$ cat src/rtl/dsq_pkg.sv
package dsq_pkg;
  localparam int QW_BYTES = 8;
  localparam int DW_BYTES = 4;
  typedef logic [7:0] byte_t;
endpackage

$ cat src/rtl/dsq_src_rd.sv
module dsq_src_rd #(
  parameter int AW = 32,
  parameter int CW = 16
) (
  input  logic          clk_i,
  input  logic          rst_ni,
  input  logic          load_i,
  input  logic [AW-1:0] src_i,
  input  logic [CW-1:0] cnt_i,
  input  logic          dec_i,
  input  logic          room_i,
  input  logic          rd_ack_i,
  output logic          rd_req_o,
  output logic [AW-1:0] rd_addr_o,
  output logic          rd_fire_o,
  output logic [2:0]    skip_o,
  output logic [3:0]    take_o,
  output logic          dec_o
);
  import dsq_pkg::*;

  logic [AW-1:0] addr_q;
  logic [CW-1:0] left_q;
  logic [2:0]    skip_q;
  logic          dec_q;
  logic [3:0]    avail;

  assign avail     = 4'(QW_BYTES) - {1'b0, skip_q};
  assign take_o    = (left_q < CW'(avail)) ? left_q[3:0] : avail;
  assign skip_o    = skip_q;
  assign dec_o     = dec_q;
  assign rd_addr_o = addr_q;
  assign rd_req_o  = (left_q != '0) && room_i;
  assign rd_fire_o = rd_req_o && rd_ack_i;

  always_ff @(posedge clk_i or negedge rst_ni) begin
    if (!rst_ni) begin
      addr_q <= '0;
      left_q <= '0;
      skip_q <= '0;
      dec_q  <= 1'b0;
    end else if (load_i) begin
      dec_q  <= dec_i;
      left_q <= cnt_i & ~CW'(3);
      // descending: bytes at or above src_i in the top quadword are dropped
      skip_q <= dec_i ? (3'd0 - src_i[2:0]) : src_i[2:0];
      addr_q <= dec_i ? ((src_i - AW'(1)) & ~AW'(7)) : (src_i & ~AW'(7));
    end else if (rd_fire_o) begin
      left_q <= left_q - CW'(take_o);
      skip_q <= '0;
      addr_q <= dec_q ? (addr_q - AW'(QW_BYTES)) : (addr_q + AW'(QW_BYTES));
    end
  end

  p_rd_align_r2: assert property (@(posedge clk_i) disable iff (!rst_ni)
    rd_req_o |-> (rd_addr_o[2:0] == 3'd0));

  p_rd_hold_r11: assert property (@(posedge clk_i) disable iff (!rst_ni)
    (rd_req_o && !rd_ack_i) |=> (rd_req_o && $stable(rd_addr_o)));
endmodule

$ cat src/rtl/dsq_stage_buf.sv
module dsq_stage_buf #(
  parameter int BUF_BYTES = 16
) (
  input  logic        clk_i,
  input  logic        rst_ni,
  input  logic        clr_i,
  input  logic        rd_fire_i,
  input  logic [63:0] rd_data_i,
  input  logic        rev_i,
  input  logic [2:0]  skip_i,
  input  logic [3:0]  take_i,
  input  logic        wr_fire_i,
  output logic        room_o,
  output logic        has_word_o,
  output logic [31:0] head_o
);
  import dsq_pkg::*;

  localparam int FW = $clog2(BUF_BYTES + 1);

  byte_t          mem_q [BUF_BYTES];
  byte_t          nxt   [BUF_BYTES];
  byte_t          sh    [BUF_BYTES];
  byte_t          lane  [QW_BYTES];
  logic [FW-1:0]  fill_q, base, fill_nxt;
  logic [2:0]     li;

  assign room_o     = fill_q <= FW'(BUF_BYTES - QW_BYTES);
  assign has_word_o = fill_q >= FW'(DW_BYTES);

  for (genvar g = 0; g < DW_BYTES; g++) begin : g_head
    assign head_o[8*g +: 8] = mem_q[g];
  end

  for (genvar g = 0; g < BUF_BYTES; g++) begin : g_shift
    if (g + DW_BYTES < BUF_BYTES) begin : g_mid
      assign sh[g] = wr_fire_i ? mem_q[g + DW_BYTES] : mem_q[g];
    end else begin : g_top
      assign sh[g] = wr_fire_i ? 8'h00 : mem_q[g];
    end
  end

  // stream order: descending mode puts the highest address in lane 0
  always_comb begin
    for (int j = 0; j < QW_BYTES; j++)
      lane[j] = rev_i ? rd_data_i[8*(QW_BYTES-1-j) +: 8] : rd_data_i[8*j +: 8];
  end

  assign base     = wr_fire_i ? (fill_q - FW'(DW_BYTES)) : fill_q;
  assign fill_nxt = base + (rd_fire_i ? FW'(take_i) : FW'(0));

  always_comb begin
    li = '0;
    for (int i = 0; i < BUF_BYTES; i++) begin
      nxt[i] = sh[i];
      li = 3'(i) - 3'(base) + skip_i;
      if (rd_fire_i && (i >= int'(base)) && (i < int'(base) + int'(take_i)))
        nxt[i] = lane[li];
    end
  end

  always_ff @(posedge clk_i or negedge rst_ni) begin
    if (!rst_ni) begin
      fill_q <= '0;
      for (int i = 0; i < BUF_BYTES; i++) mem_q[i] <= '0;
    end else if (clr_i) begin
      fill_q <= '0;
    end else begin
      fill_q <= fill_nxt;
      for (int i = 0; i < BUF_BYTES; i++) mem_q[i] <= nxt[i];
    end
  end

  p_no_overflow_r10: assert property (@(posedge clk_i) disable iff (!rst_ni)
    rd_fire_i |-> (int'(fill_q) + QW_BYTES <= BUF_BYTES));

  p_wr_needs_word_r10: assert property (@(posedge clk_i) disable iff (!rst_ni)
    wr_fire_i |-> (int'(fill_q) >= DW_BYTES));
endmodule

$ cat src/rtl/dsq_dst_wr.sv
module dsq_dst_wr #(
  parameter int AW = 32,
  parameter int CW = 16
) (
  input  logic          clk_i,
  input  logic          rst_ni,
  input  logic          start_i,
  input  logic [AW-1:0] dst_i,
  input  logic [CW-1:0] cnt_i,
  input  logic          hold_i,
  input  logic          rev_i,
  input  logic          has_word_i,
  input  logic [31:0]   head_i,
  input  logic          wr_ack_i,
  output logic          load_o,
  output logic          wr_req_o,
  output logic [AW-1:0] wr_addr_o,
  output logic [31:0]   wr_data_o,
  output logic [3:0]    wr_be_o,
  output logic          wr_fire_o,
  output logic          busy_o,
  output logic          done_o
);
  logic          busy_q, done_q, hold_q;
  logic [CW-1:0] left_q, cnt4;
  logic [AW-1:0] addr_q;

  assign cnt4      = cnt_i & ~CW'(3);
  assign load_o    = start_i && !busy_q;
  assign wr_req_o  = busy_q && has_word_i;
  assign wr_fire_o = wr_req_o && wr_ack_i;
  assign wr_addr_o = addr_q;
  assign wr_be_o   = 4'hF;
  assign busy_o    = busy_q;
  assign done_o    = done_q;
  // head_i is in stream order; descending streams need the lanes swapped back
  assign wr_data_o = rev_i ? {head_i[7:0], head_i[15:8], head_i[23:16], head_i[31:24]}
                           : head_i;

  always_ff @(posedge clk_i or negedge rst_ni) begin
    if (!rst_ni) begin
      busy_q <= 1'b0;
      done_q <= 1'b0;
      hold_q <= 1'b0;
      left_q <= '0;
      addr_q <= '0;
    end else begin
      done_q <= 1'b0;
      if (load_o) begin
        left_q <= cnt4;
        hold_q <= hold_i;
        addr_q <= dst_i & ~AW'(3);
        if (cnt4 == '0) done_q <= 1'b1;
        else            busy_q <= 1'b1;
      end else if (wr_fire_o) begin
        left_q <= left_q - CW'(4);
        if (!hold_q) addr_q <= addr_q + AW'(4);
        if (left_q == CW'(4)) begin
          busy_q <= 1'b0;
          done_q <= 1'b1;
        end
      end
    end
  end

  p_done_pulse_r9: assert property (@(posedge clk_i) disable iff (!rst_ni)
    done_o |=> !done_o);

  p_done_idle_r9: assert property (@(posedge clk_i) disable iff (!rst_ni)
    done_o |-> !busy_o);

  p_wr_hold_r11: assert property (@(posedge clk_i) disable iff (!rst_ni)
    (wr_req_o && !wr_ack_i) |=> (wr_req_o && $stable(wr_addr_o) && $stable(wr_data_o)));

  p_dst_fixed_r7: assert property (@(posedge clk_i) disable iff (!rst_ni)
    (wr_fire_o && hold_q && busy_o) |=> $stable(wr_addr_o));
endmodule

$ cat src/rtl/dma_xfer_seq.sv
module dma_xfer_seq #(
  parameter int AW        = 32,
  parameter int CW        = 16,
  parameter int BUF_BYTES = 16
) (
  input  logic          clk_i,
  input  logic          rst_ni,
  input  logic          start_i,
  input  logic [AW-1:0] src_addr_i,
  input  logic [AW-1:0] dst_addr_i,
  input  logic [CW-1:0] byte_cnt_i,
  input  logic          src_dec_i,
  input  logic          dst_hold_i,
  output logic          rd_req_o,
  output logic [AW-1:0] rd_addr_o,
  input  logic          rd_ack_i,
  input  logic [63:0]   rd_data_i,
  output logic          wr_req_o,
  output logic [AW-1:0] wr_addr_o,
  output logic [31:0]   wr_data_o,
  output logic [3:0]    wr_be_o,
  input  logic          wr_ack_i,
  output logic          busy_o,
  output logic          done_o
);
  logic        load, room, has_word, rd_fire, wr_fire, dec;
  logic [2:0]  skip;
  logic [3:0]  take;
  logic [31:0] head;

  dsq_dst_wr #(.AW(AW), .CW(CW)) u_wr (
    .clk_i(clk_i), .rst_ni(rst_ni), .start_i(start_i), .dst_i(dst_addr_i),
    .cnt_i(byte_cnt_i), .hold_i(dst_hold_i), .rev_i(dec), .has_word_i(has_word),
    .head_i(head), .wr_ack_i(wr_ack_i), .load_o(load), .wr_req_o(wr_req_o),
    .wr_addr_o(wr_addr_o), .wr_data_o(wr_data_o), .wr_be_o(wr_be_o),
    .wr_fire_o(wr_fire), .busy_o(busy_o), .done_o(done_o)
  );

  dsq_src_rd #(.AW(AW), .CW(CW)) u_rd (
    .clk_i(clk_i), .rst_ni(rst_ni), .load_i(load), .src_i(src_addr_i),
    .cnt_i(byte_cnt_i), .dec_i(src_dec_i), .room_i(room), .rd_ack_i(rd_ack_i),
    .rd_req_o(rd_req_o), .rd_addr_o(rd_addr_o), .rd_fire_o(rd_fire),
    .skip_o(skip), .take_o(take), .dec_o(dec)
  );

  dsq_stage_buf #(.BUF_BYTES(BUF_BYTES)) u_buf (
    .clk_i(clk_i), .rst_ni(rst_ni), .clr_i(load), .rd_fire_i(rd_fire),
    .rd_data_i(rd_data_i), .rev_i(dec), .skip_i(skip), .take_i(take),
    .wr_fire_i(wr_fire), .room_o(room), .has_word_o(has_word), .head_o(head)
  );

  p_start_ignored_r1: assert property (@(posedge clk_i) disable iff (!rst_ni)
    (start_i && busy_o) |=> busy_o || done_o);
endmodule

$ cat config.mk
export PLATFORM = sky130hd
export DESIGN_NAME = dma_xfer_seq
export DESIGN_NICKNAME = d
export VERILOG_FILES = /design/src/rtl/dsq_pkg.sv /design/src/rtl/dsq_src_rd.sv /design/src/rtl/dsq_stage_buf.sv /design/src/rtl/dsq_dst_wr.sv /design/src/rtl/dma_xfer_seq.sv
export SDC_FILE = /design/constraint.sdc
export NUM_CORES = 1
export LEC_CHECK = 0
export CAP_MARGIN = 10
export CORE_ASPECT_RATIO = 0.75
export CORE_MARGIN = 3
export CORE_UTILIZATION = 61
export DETAILED_ROUTE_END_ITERATION = 6
export PLACE_DENSITY = 0.94
export SYNTH_ARGS = -nofsm -noshare
export SYNTH_HDL_FRONTEND = slang
export SYNTH_HIERARCHICAL = 1
export SYNTH_SLANG_ARGS = --single-unit
$ cat constraint.sdc
create_clock -name clk_i -period 13 [get_ports clk_i]
set_clock_uncertainty 0.05 [all_clocks]
set_input_delay 1.95 -clock clk_i [delete_from_list [all_inputs] [get_ports clk_i]]
set_output_delay 1.95 -clock clk_i [all_outputs]
set_load 0.01 [all_outputs]
==> summary.md, run 1 <==
| Metric | Value |
|---|---|
| Status | complete, no violations |
| CP max stage cell | o31ai_2 |
| Yosys cell types | 101 |
| Initial antenna violation count | 0 |
| H-tree lvl count | 1 |
| Final ANT Viol Nets | 0 |
| DRT Pass-1 Iters | 7 |
| Worst-Skew Late Latency | 0.54 ns |
| # DRC | 0 |
| CTS Buf Count | 25 |
| I/O pin count | 255 |
| Syn. warnings | 6 |
| Post-cts resize count | 0 |
| Avg Cell Area, Syn | 9.57 sq um |
| Layout cells sized above 1 | 0.135 |
| Post-synthesis mux area share | 0.204 |
| Post-synth ARST share | 1.00 |
| Synth Register Bits | 229 |
| Final setup viols | 0 |
| Die X | 208 microns |
| Die height | 157 microns |
| Final max-slew violation count | 0 |
| WL/cell | 22.2 microns |
| Crit-path max FO | 22 |
| Relative slew slack | 0.118 |
| Total inserted antenna cells | 0 |
| Synth Area in Adders | 0.0467 |
| Clock slew at reported path FFs | 0.07 ns |
| Core area | 29,600 sq um |
| Main synth FF type | dfrtp_1 |
| Max Fclk | 149 MHz |
| Synth Area in Compound Gates | 0.173 |
| Crit start category | input port |
| First-pass GRT wire length | 87.2 mm |
| DRT iter0 DRCs | 2,300 |
| Die area | 32,700 sq um |
| WP data required | 13.40 ns |
| Syn Inst Count | 1,947 |
| Crit-path cells | clkdlybuf4s50_1, nand3_1, clkinv_1, xnor2_4, inv_6, ha_1, a221oi_1, a32oi_1, o31ai_2, o21ai_0, a2bb2oi_1 |
| Setup CP Type | input port to register |
| Area Growth Syn to Fin | 16.9% |
| GP Congestion | 0.938 |
| Port bufs | 241 |
| Root buffer cell | clkbuf_16 |
| Dpl hpwl | 39.3 mm |
| Tmin final | 6.72 ns |
| Via count | 17,000 |
| Hold buffers post-CTS | 0 |
| Final worst path period share | 0.517 |
| Hold crit path type | register to register |
| Total wire length | 55.6 mm |
| Setup TNS | 0 ns |
| CP bufs+invs | 3 |
| Slowest stage delay, CP | 1.11 ns |
| Register area share after synthesis | 0.307 |
| Post-Synth XOR/XNOR Area | 0.0612 |
| Netlist Area Pre-Place | 18,600 sq um |
| Congestion Overflow GR | 0 |
| Post-synthesis simple-gate area fraction | 0.146 |
| Largest family of logic cells by synthesized area | multiplexers |
| TritonCTS Sinks | 229 |
| CTS tree | done |
| Longest Clk Path Bufs | 3 |
| Starting Density | 0.630 |
| Fill cell count | 1,951 |
| Crit end category | register |
| Leading area contributor after synthesis | dfrtp_1 |
| Vias per Instance | 6.79 |
| Number of max-cap violations | 0 |
| WP data arrival | 7.12 ns |
| Final Hold Fails | 0 |
| Synth top area share | 0.307 |
| Post-CTS setup buffer count | 0 |
| Unrepaired setup endpoints after global routing | no |
| Std-Cell Rows | 54 |
| Final net count | 2,306 |
| GR Util All Layers | 0.323 |
| Critical path's top delay family | compound AO/OA/AOI/OAI gates |
| Synth area leaders | dfrtp_1 (31%), mux2i_1 (7.6%), mux2_2 (6.2%) |
| Slew @ Worst Pin | 1.29 ns |
| Pin count of the biggest net entering global routing | 103 |
| EDFF count, synth | 0 |
| Via count of the first global-routing pass | 16,600 |
==> cells by family (layout without fill, tap and decap cells) <==
logic type / after synthesis / after routing
compound gates: 463 / 463
other cells: 3 / 9
buf+inv: 230 / 384
simple gates: 538 / 538
xor+xnor: 114 / 114
mux: 304 / 304
fa+ha+maj: 66 / 66
flops: 229 / 229
==> registers in the layout, indices dropped and copies added (netlist names) <==
register	cells
u_wr/hold_q	1
u_rd/left_q	16
u_wr/busy_o	1
u_buf/mem_q	96
u_wr/wr_addr_o	30
u_wr/done_o	1
u_buf/head_o	32
u_rd/rd_addr_o	29
u_wr/left_q	14
u_rd/dec_o	1
u_rd/skip_o	3
u_buf/fill_q	5
==> metrics by stage <==
| step | utilization | setup WS [ns] | std cells | area, sq um | hold slack (ns) |
|---|---|---|---|---|---|
| after global placement | 0.706 | 6.21 | 2453 | 20900 | 0.419 |
| final | 0.736 | 6.28 | 2499 | 21800 | 0.439 |
| after floorplan | - | 7.92 | 1953 | 18700 | 0.402 |
| after global routing | 0.736 | 5.96 | 2499 | 21800 | 0.468 |
| after CTS | 0.736 | 6.49 | 2498 | 21800 | 0.445 |
| after detailed placement | 0.706 | 6.06 | 2453 | 20900 | 0.430 |
==> layout by cell type (no fill, tap or decap), types with 8 or more instances in the layout <==
master	instances
clkdlybuf4s50_1	240
dfrtp_1	228
nand2_1	168
mux2i_1	141
o21ai_0	129
nor2_1	112
mux2_2	103
inv_1	80
xnor2_1	62
ha_1	59
a21oi_1	58
mux4_2	48
nand3_1	47
xor2_1	42
a2bb2oi_1	41
a211oi_1	33
nor3_1	32
o21a_1	29
clkbuf_16	25
or2_2	21
a21o_1	20
o211ai_1	20
o22a_1	19
nand2b_1	18
or2_1	18
nor4_1	18
o22ai_1	17
buf_4	13
nor2b_1	13
and3_1	13
nand4_1	13
a221o_1	10
and2_1	9
nor3b_1	9
conb_1	9
a221oi_1	8
a222oi_1	8
==> routing by layer <==
layer,track usage,wire length [microns]
met1,0.430,21900
met4,0.124,2380
met2,0.515,25200
met3,0.0837,6090
met5,0,0
==> Yosys cell counts, types with 42 or more instances <==
| cell type | n |
|---|---|
| a21oi_1 | 58 |
| buf_4 | 51 |
| clkbuf_1 | 54 |
| dfrtp_1 | 229 |
| ha_1 | 60 |
| inv_1 | 81 |
| mux2_2 | 103 |
| mux2i_1 | 141 |
| mux4_2 | 48 |
| nand2_1 | 168 |
| nand3_1 | 47 |
| nor2_1 | 113 |
| o21ai_0 | 129 |
| xnor2_1 | 62 |
| xor2_1 | 42 |
==> final timing paths <==
kind,startpoint,endpoint,slack (ns),cells past startpoint
hold reg to reg,u_buf/mem_q[47],u_buf/mem_q[79],0.44,1
setup / recovery,wr_ack_i,u_buf/mem_q[35],6.28,11
setup reg to reg,u_buf/fill_q[1],u_buf/mem_q[35],6.57,12
min in group asynchronous,rst_ni,u_buf/head_o[5],1.33,1
hold / removal,u_buf/mem_q[47],u_buf/mem_q[79],0.44,1
max in group asynchronous,rst_ni,u_wr/wr_addr_o[19],9.36,3
==> area by class of cell <==
type / instances / area (sq um) / share of cell area
Clock inverter: 15 / 201 / 0.00925
Inverter: 84 / 323 / 0.0148
Sequential cell: 229 / 5730 / 0.263
Timing Repair Buffer: 255 / 2530 / 0.116
Multi-Input combinational cell: 1494 / 11800 / 0.543
Clock buffer: 30 / 684 / 0.0314
Tap cell: 392 / 490 / 0.0225
==> worst register-to-register path: cells and delay by family (launching register included) <==
family | cells | cell delay [ns]
AOI/OAI and AO/OA | 6 | 3.15
buffers and inverters | 2 | 0.87
xor gates and xnor gates | 1 | 0.59
and+or+nand+nor | 2 | 0.41
DFF | 1 | 0.82
adders and majority gates | 1 | 0.44
Power of run 1 is not shown: default switching activity piles up to over one toggle a cycle in this logic, so the estimate is an artifact.
==> run 2, diff against run 1 <==
- CORE_UTILIZATION: 61 -> 51
- PLACE_DENSITY: 0.94 -> 0.85
- clock period: 13 -> 5.45 ns (I/O delays scaled with it)
==> run 2 against run 1 <==
  * Critical endpoint is now u_buf/mem_q[70]
  * Critical path type is now register to register
  * Global-route usage down 5.2 points
  * Critical path depth up 2
  * Final area up 0.66%
  * First-iteration DRC count down 33%
  * Core utilization down 12 points
==> summary.md, run 2 (synthesis gave the netlist of run 1 again) <==
| Metric | Value |
|---|---|
| Status | complete, no violations |
| Pin count of the biggest net entering global routing | 125 |
| GP Congestion | 0.953 |
| Max reg flops | 96 |
| Port bufs | 241 |
| Commonest non-fill, non-tap cell in the layout | clkdlybuf4s50_1 |
| Pwr Density | 819 nW/um^2 |
| Hold buffers post-CTS | 0 |
| Multi-input gate area | 11,800 sq um |
| Leak pwr | 9.37 nW |
| Post-CTS setup buffer count | 0 |
| Relative slew slack | 0.0868 |
| Root buffer cell | clkbuf_16 |
| Longest Clk Path Bufs | 3 |
| Via count | 16,500 |
| Unrepaired setup endpoints after global routing | no |
| Tmin final | 5.06 ns |
| Layout Cells excl Fill | 2,579 |
| Combinational Power Share | 0.716 |
| Hold WS | 0.273 ns |
| Layout cells sized above 1 | 0.139 |
| Total wire length | 54.5 mm |
| Final ANT Viol Nets | 0 |
| WP data arrival | 5.45 ns |
| Crit end category | register |
| Final setup viols | 0 |
| Vias per Instance | 6.38 |
| I/O pin count | 255 |
| Setup CP Type | register to register |
| First-pass GRT wire length | 85.8 mm |
| Worst-Skew Late Latency | 0.55 ns |
| Highest-count cells in the layout ignoring fill and taps | clkdlybuf4s50_1 (240), dfrtp_1 (228), nand2_1 (168), mux2i_1 (141), o21ai_0 (129) |
| Post-cts resize count | 0 |
| H-tree lvl count | 1 |
| WP data required | 5.85 ns |
| Clock slew at reported path FFs | 0.07 ns |
| GR Util All Layers | 0.271 |
| Number of max-cap violations | 0 |
| Sw frac | 0.473 |
| Most flops, register | u_buf/mem_q |
| CTS Buf Count | 25 |
| Setup TNS | 0 ns |
| Congestion Overflow GR | 0 |
| Die area | 38,900 sq um |
| Reg power frac | 0.187 |
| # DRC | 0 |
| Core area | 35,400 sq um |
| Register area | 5730 sq um |
| Finished Cell Area | 21,900 sq um |
| Hold crit path type | input port to asynchronous set/reset pin |
| Area Growth Syn to Fin | 17.7% |
| Final Core Density | 0.620 |
| Fill cell count | 2,827 |
| Die height | 172 microns |
| Placed Instance Area | 21,100 sq um |
| Clock power frac | 0.097 |
| Max Fclk | 198 MHz |
| Final worst path period share | 0.928 |
| Total inserted antenna cells | 0 |
| WL/cell | 21.1 microns |
| Initial antenna violation count | 0 |
| Std-Cell Rows | 59 |
| TritonCTS Sinks | 229 |
| Dpl ws | 0.521 ns |
| Slew @ Worst Pin | 1.36 ns |
| DRT iter0 DRCs | 1,538 |
| DP Cell Count | 2,533 |
| Overall Power | 18.0 mW |
| Cell Int Power | 9.46 mW |
| Die X | 227 microns |
| CTS tree | done |
| Crit-path max FO | 10 |
| DRT Pass-1 Iters | 6 |
| Crit start category | register |
| Worst IR Drop VDD | 0.000476 V |
| Final Hold Fails | 0 |
| Final net count | 2,320 |
| Final worst setup slack | 0.392 ns |
| Starting Density | 0.527 |
| Dpl hpwl | 39.2 mm |
| Net switching power | 8.50 mW |
| Final max-slew violation count | 0 |
| Via count of the first global-routing pass | 16,400 |
-- run 2: cell types whose count changed in the layout (fill, tap and decap cells not counted) --
cell,delta
clkbuf_1,+6
buf_12,+2
clkinv_2,+2
clkbuf_8,+1
buf_6,-1
buf_4,+13
clkinv_4,-5
clkinvlp_4,-2
bufinv_16,-2
inv_6,+1
-- run 2: worst paths after layout --
| check | slack, ns | to | cells after the start | startpoint |
|---|---|---|---|---|
| worst max register to register | 0.39 | u_buf/mem_q[70] | 13 | u_buf/fill_q[2] |
| max in group asynchronous | 3.84 | u_wr/wr_addr_o[16] | 2 | rst_ni |
| worst max-delay path | 0.39 | u_buf/mem_q[70] | 13 | u_buf/fill_q[2] |
| worst min-delay path | 0.27 | u_buf/head_o[5] | 1 | rst_ni |
| worst min register to register | 0.45 | u_buf/mem_q[77] | 1 | u_buf/mem_q[45] |
| min in group clk_i | 0.45 | u_buf/mem_q[77] | 1 | u_buf/mem_q[45] |
-- run 2: layout make-up --
class / count / area share
clock inverter: 9 / 0.00462
sequential: 229 / 0.261
timing repair buffer: 269 / 0.121
clock buffer: 37 / 0.0329
multi-input combinational: 1494 / 0.539
inverter: 84 / 0.0147
tap: 457 / 0.0261
-- run 2: worst max-delay path, cell delays in order, from the launching register on --
cell and delay, ns:
dfrtp_1 0.51, ha_1 0.26, a2111o_1 0.46, nand3_1 0.28, clkinv_1 0.25, xnor2_4 0.36, inv_6 0.14, ha_1 0.46
nor2_1 0.09, nor3b_1 0.48, o2111ai_1 0.43, a21oi_1 0.86, nand2_1 0.15, o211ai_1 0.14
-- run 2: routing by layer --
metal,global-route usage,share of wire
met1,0.365,0.42
met5,0.00744,0.00073
met2,0.433,0.45
met3,0.0623,0.092
met4,0.0916,0.031
-- run 2: power groups by stage --
stage	clock [mW]	combinational (mW)	sequential, mW
global placement	0	12.1	3.31
global route	1.84	13.8	3.47
floorplan	0	9.22	3.19
finish	1.74	12.9	3.36
CTS	1.77	12.6	3.34
detailed placement	0	12.5	3.35
Note: power is estimated with default switching activity, not from simulation.
==> run 3, diff against run 2 <==
- CORE_UTILIZATION: 51 -> 57
- PLACE_DENSITY: 0.85 -> 0.9
- clock period: 5.45 -> 4.9 ns (I/O delays scaled with it)
==> run 3 against run 2 <==
  * Critical path depth up 5
  * Wire length down 0.45%
  * Hold slack worse by 0.043 ns
  * Clock-buffer cell count down 2
  * Final area up 1.0%
  * Die area down 10%
  * Non-clock buffer count up 15
  * Sequential share of layout area down 0.26 points
  * Global-route usage up 3.0 points
  * Via count up 1.7%
  * Critical path type unchanged
  * Critical endpoint is now u_buf/head_o[31]
  * Largest cell class unchanged
==> summary.md, run 3 (synthesis gave the netlist of run 1 again) <==
| Metric | Value |
|---|---|
| # DRC | 0 |
| Setup CP Type | register to register |
| Layout cells sized above 1 | 0.153 |
| DRT iter0 DRCs | 2,167 |
| Std-Cell Rows | 56 |
| DP Cell Count | 2,521 |
| Dpl hpwl | 39.3 mm |
| First-pass GRT wire length | 86.9 mm |
| WP data arrival | 5.15 ns |
| Area Growth Syn to Fin | 18.9% |
| Die area | 34,900 sq um |
| Most flops, register | u_buf/mem_q |
| Die X | 215 microns |
| Pin count of the biggest net entering global routing | 121 |
| Status | complete, no violations |
| CTS Buf Count | 25 |
| Clock slew at reported path FFs | 0.06 ns |
| Max reg flops | 96 |
| DRT Pass-1 Iters | 6 |
| Via count | 16,700 |
| Crit start category | register |
| Via count of the first global-routing pass | 16,600 |
| H-tree lvl count | 1 |
| Core area | 31,700 sq um |
| Congestion Overflow GR | 0 |
| Number of max-cap violations | 0 |
| WL/cell | 21.1 microns |
| TritonCTS Sinks | 229 |
| Final setup viols | 0 |
| GP Congestion | 0.950 |
| Final max-slew violation count | 0 |
| Total wire length | 54.3 mm |
| Initial antenna violation count | 0 |
| Worst-Skew Late Latency | 0.56 ns |
| Met3 WL | 5.53 mm |
| Final Hold Fails | 0 |
| Final worst path period share | 0.966 |
| Max Fclk | 211 MHz |
| Root buffer cell | clkbuf_16 |
| Met1 wire length | 21.9 mm |
| Commonest non-fill, non-tap cell in the layout | clkdlybuf4s50_1 |
| Tmin final | 4.73 ns |
| Highest-count cells in the layout ignoring fill and taps | clkdlybuf4s50_1 (240), dfrtp_1 (228), nand2_1 (168), mux2i_1 (140), o21ai_0 (127) |
| Crit-path max FO | 16 |
| Slew @ Worst Pin | 1.15 ns |
| Starting Density | 0.587 |
| Reg2reg setup slack | 0.17 ns |
| WP data required | 5.31 ns |
| I/O pin count | 255 |
| Final net count | 2,335 |
| Vias per Instance | 6.50 |
| Longest Clk Path Bufs | 3 |
| Port bufs | 241 |
| CTS tree | done |
| GR Util All Layers | 0.301 |
| Total inserted antenna cells | 0 |
| Die height | 163 microns |
| Final ANT Viol Nets | 0 |
| Met2 wire length | 25.0 mm |
| Layout Cells excl Fill | 2,572 |
| Relative slew slack | 0.233 |
| DR top layer | met4 |
| Hold crit path type | input port to asynchronous set/reset pin |
| Crit end category | register |
-- run 3: area by class of cell --
| class | instances | area, sq um |
|---|---|---|
| inverters | 84 | 323 |
| well taps | 435 | 544 |
| fillers | 2296 | 9590 |
| clock inverters | 11 | 158 |
| multi-input cells | 1494 | 11900 |
| repair buffers | 284 | 2760 |
| flip-flops and latches | 229 | 5730 |
| clock buffers | 35 | 703 |
-- run 3: worst max-delay path, cell delays in order (launching register included) --
cell and delay, ns:
dfrtp_1 0.41, inv_1 0.10, ha_1 0.35, inv_1 0.06
ha_1 0.26, a21boi_0 0.13, o21a_1 0.19, o21ai_1 0.17
nand3_2 0.21, buf_4 0.20, mux2i_1 0.24, inv_1 0.12
ha_1 0.47, nor3b_2 0.48, o2111ai_1 0.19, buf_4 0.22
o211ai_4 0.40, o21ai_0 0.22, a2bb2oi_1 0.17
-- run 3: layer usage --
metal,track usage,vias to the layer above
met5,0,-
met4,0.0967,0
li1,-,7459
met1,0.397,8122
met2,0.491,980
met3,0.0759,165
-- run 3: metrics by stage --
stage	area [sq um]	TNS, ns	setup WS (ns)	utilization	hold slack [ns]
after floorplan	18700	0	0.413	-	0.389
after global placement	21200	0	0.326	0.667	0.418
after detailed placement	21200	0	0.0306	0.667	0.424
after CTS	22000	0	0.0778	0.694	0.270
after global routing	22200	-0.112	-0.0340	0.698	0.310
final	22200	0	0.166	0.698	0.230
-- run 3: repair_timing --
action / in CTS / in global routing
hold buffers: 0 / 0
setup endpoints to repair: 2 / 128
pin swaps: 0 / 3
hold endpoints to repair: 0 / 0
resized for setup: 1 / 22
setup buffers: 0 / 4
-- run 3: path summary, 6_finish.rpt --
path | start | endpoint | cells past startpoint
max | u_rd/skip_o[1] | u_buf/head_o[31] | 18
min | rst_ni | u_buf/mem_q[62] | 1
max reg2reg | u_rd/skip_o[1] | u_buf/head_o[31] | 18
min reg2reg | u_wr/hold_q | u_wr/hold_q | 2
max in group asynchronous | rst_ni | u_rd/left_q[7] | 2
min in group clk_i | u_wr/hold_q | u_wr/hold_q | 2
Power of run 3 is left out for the same reason.
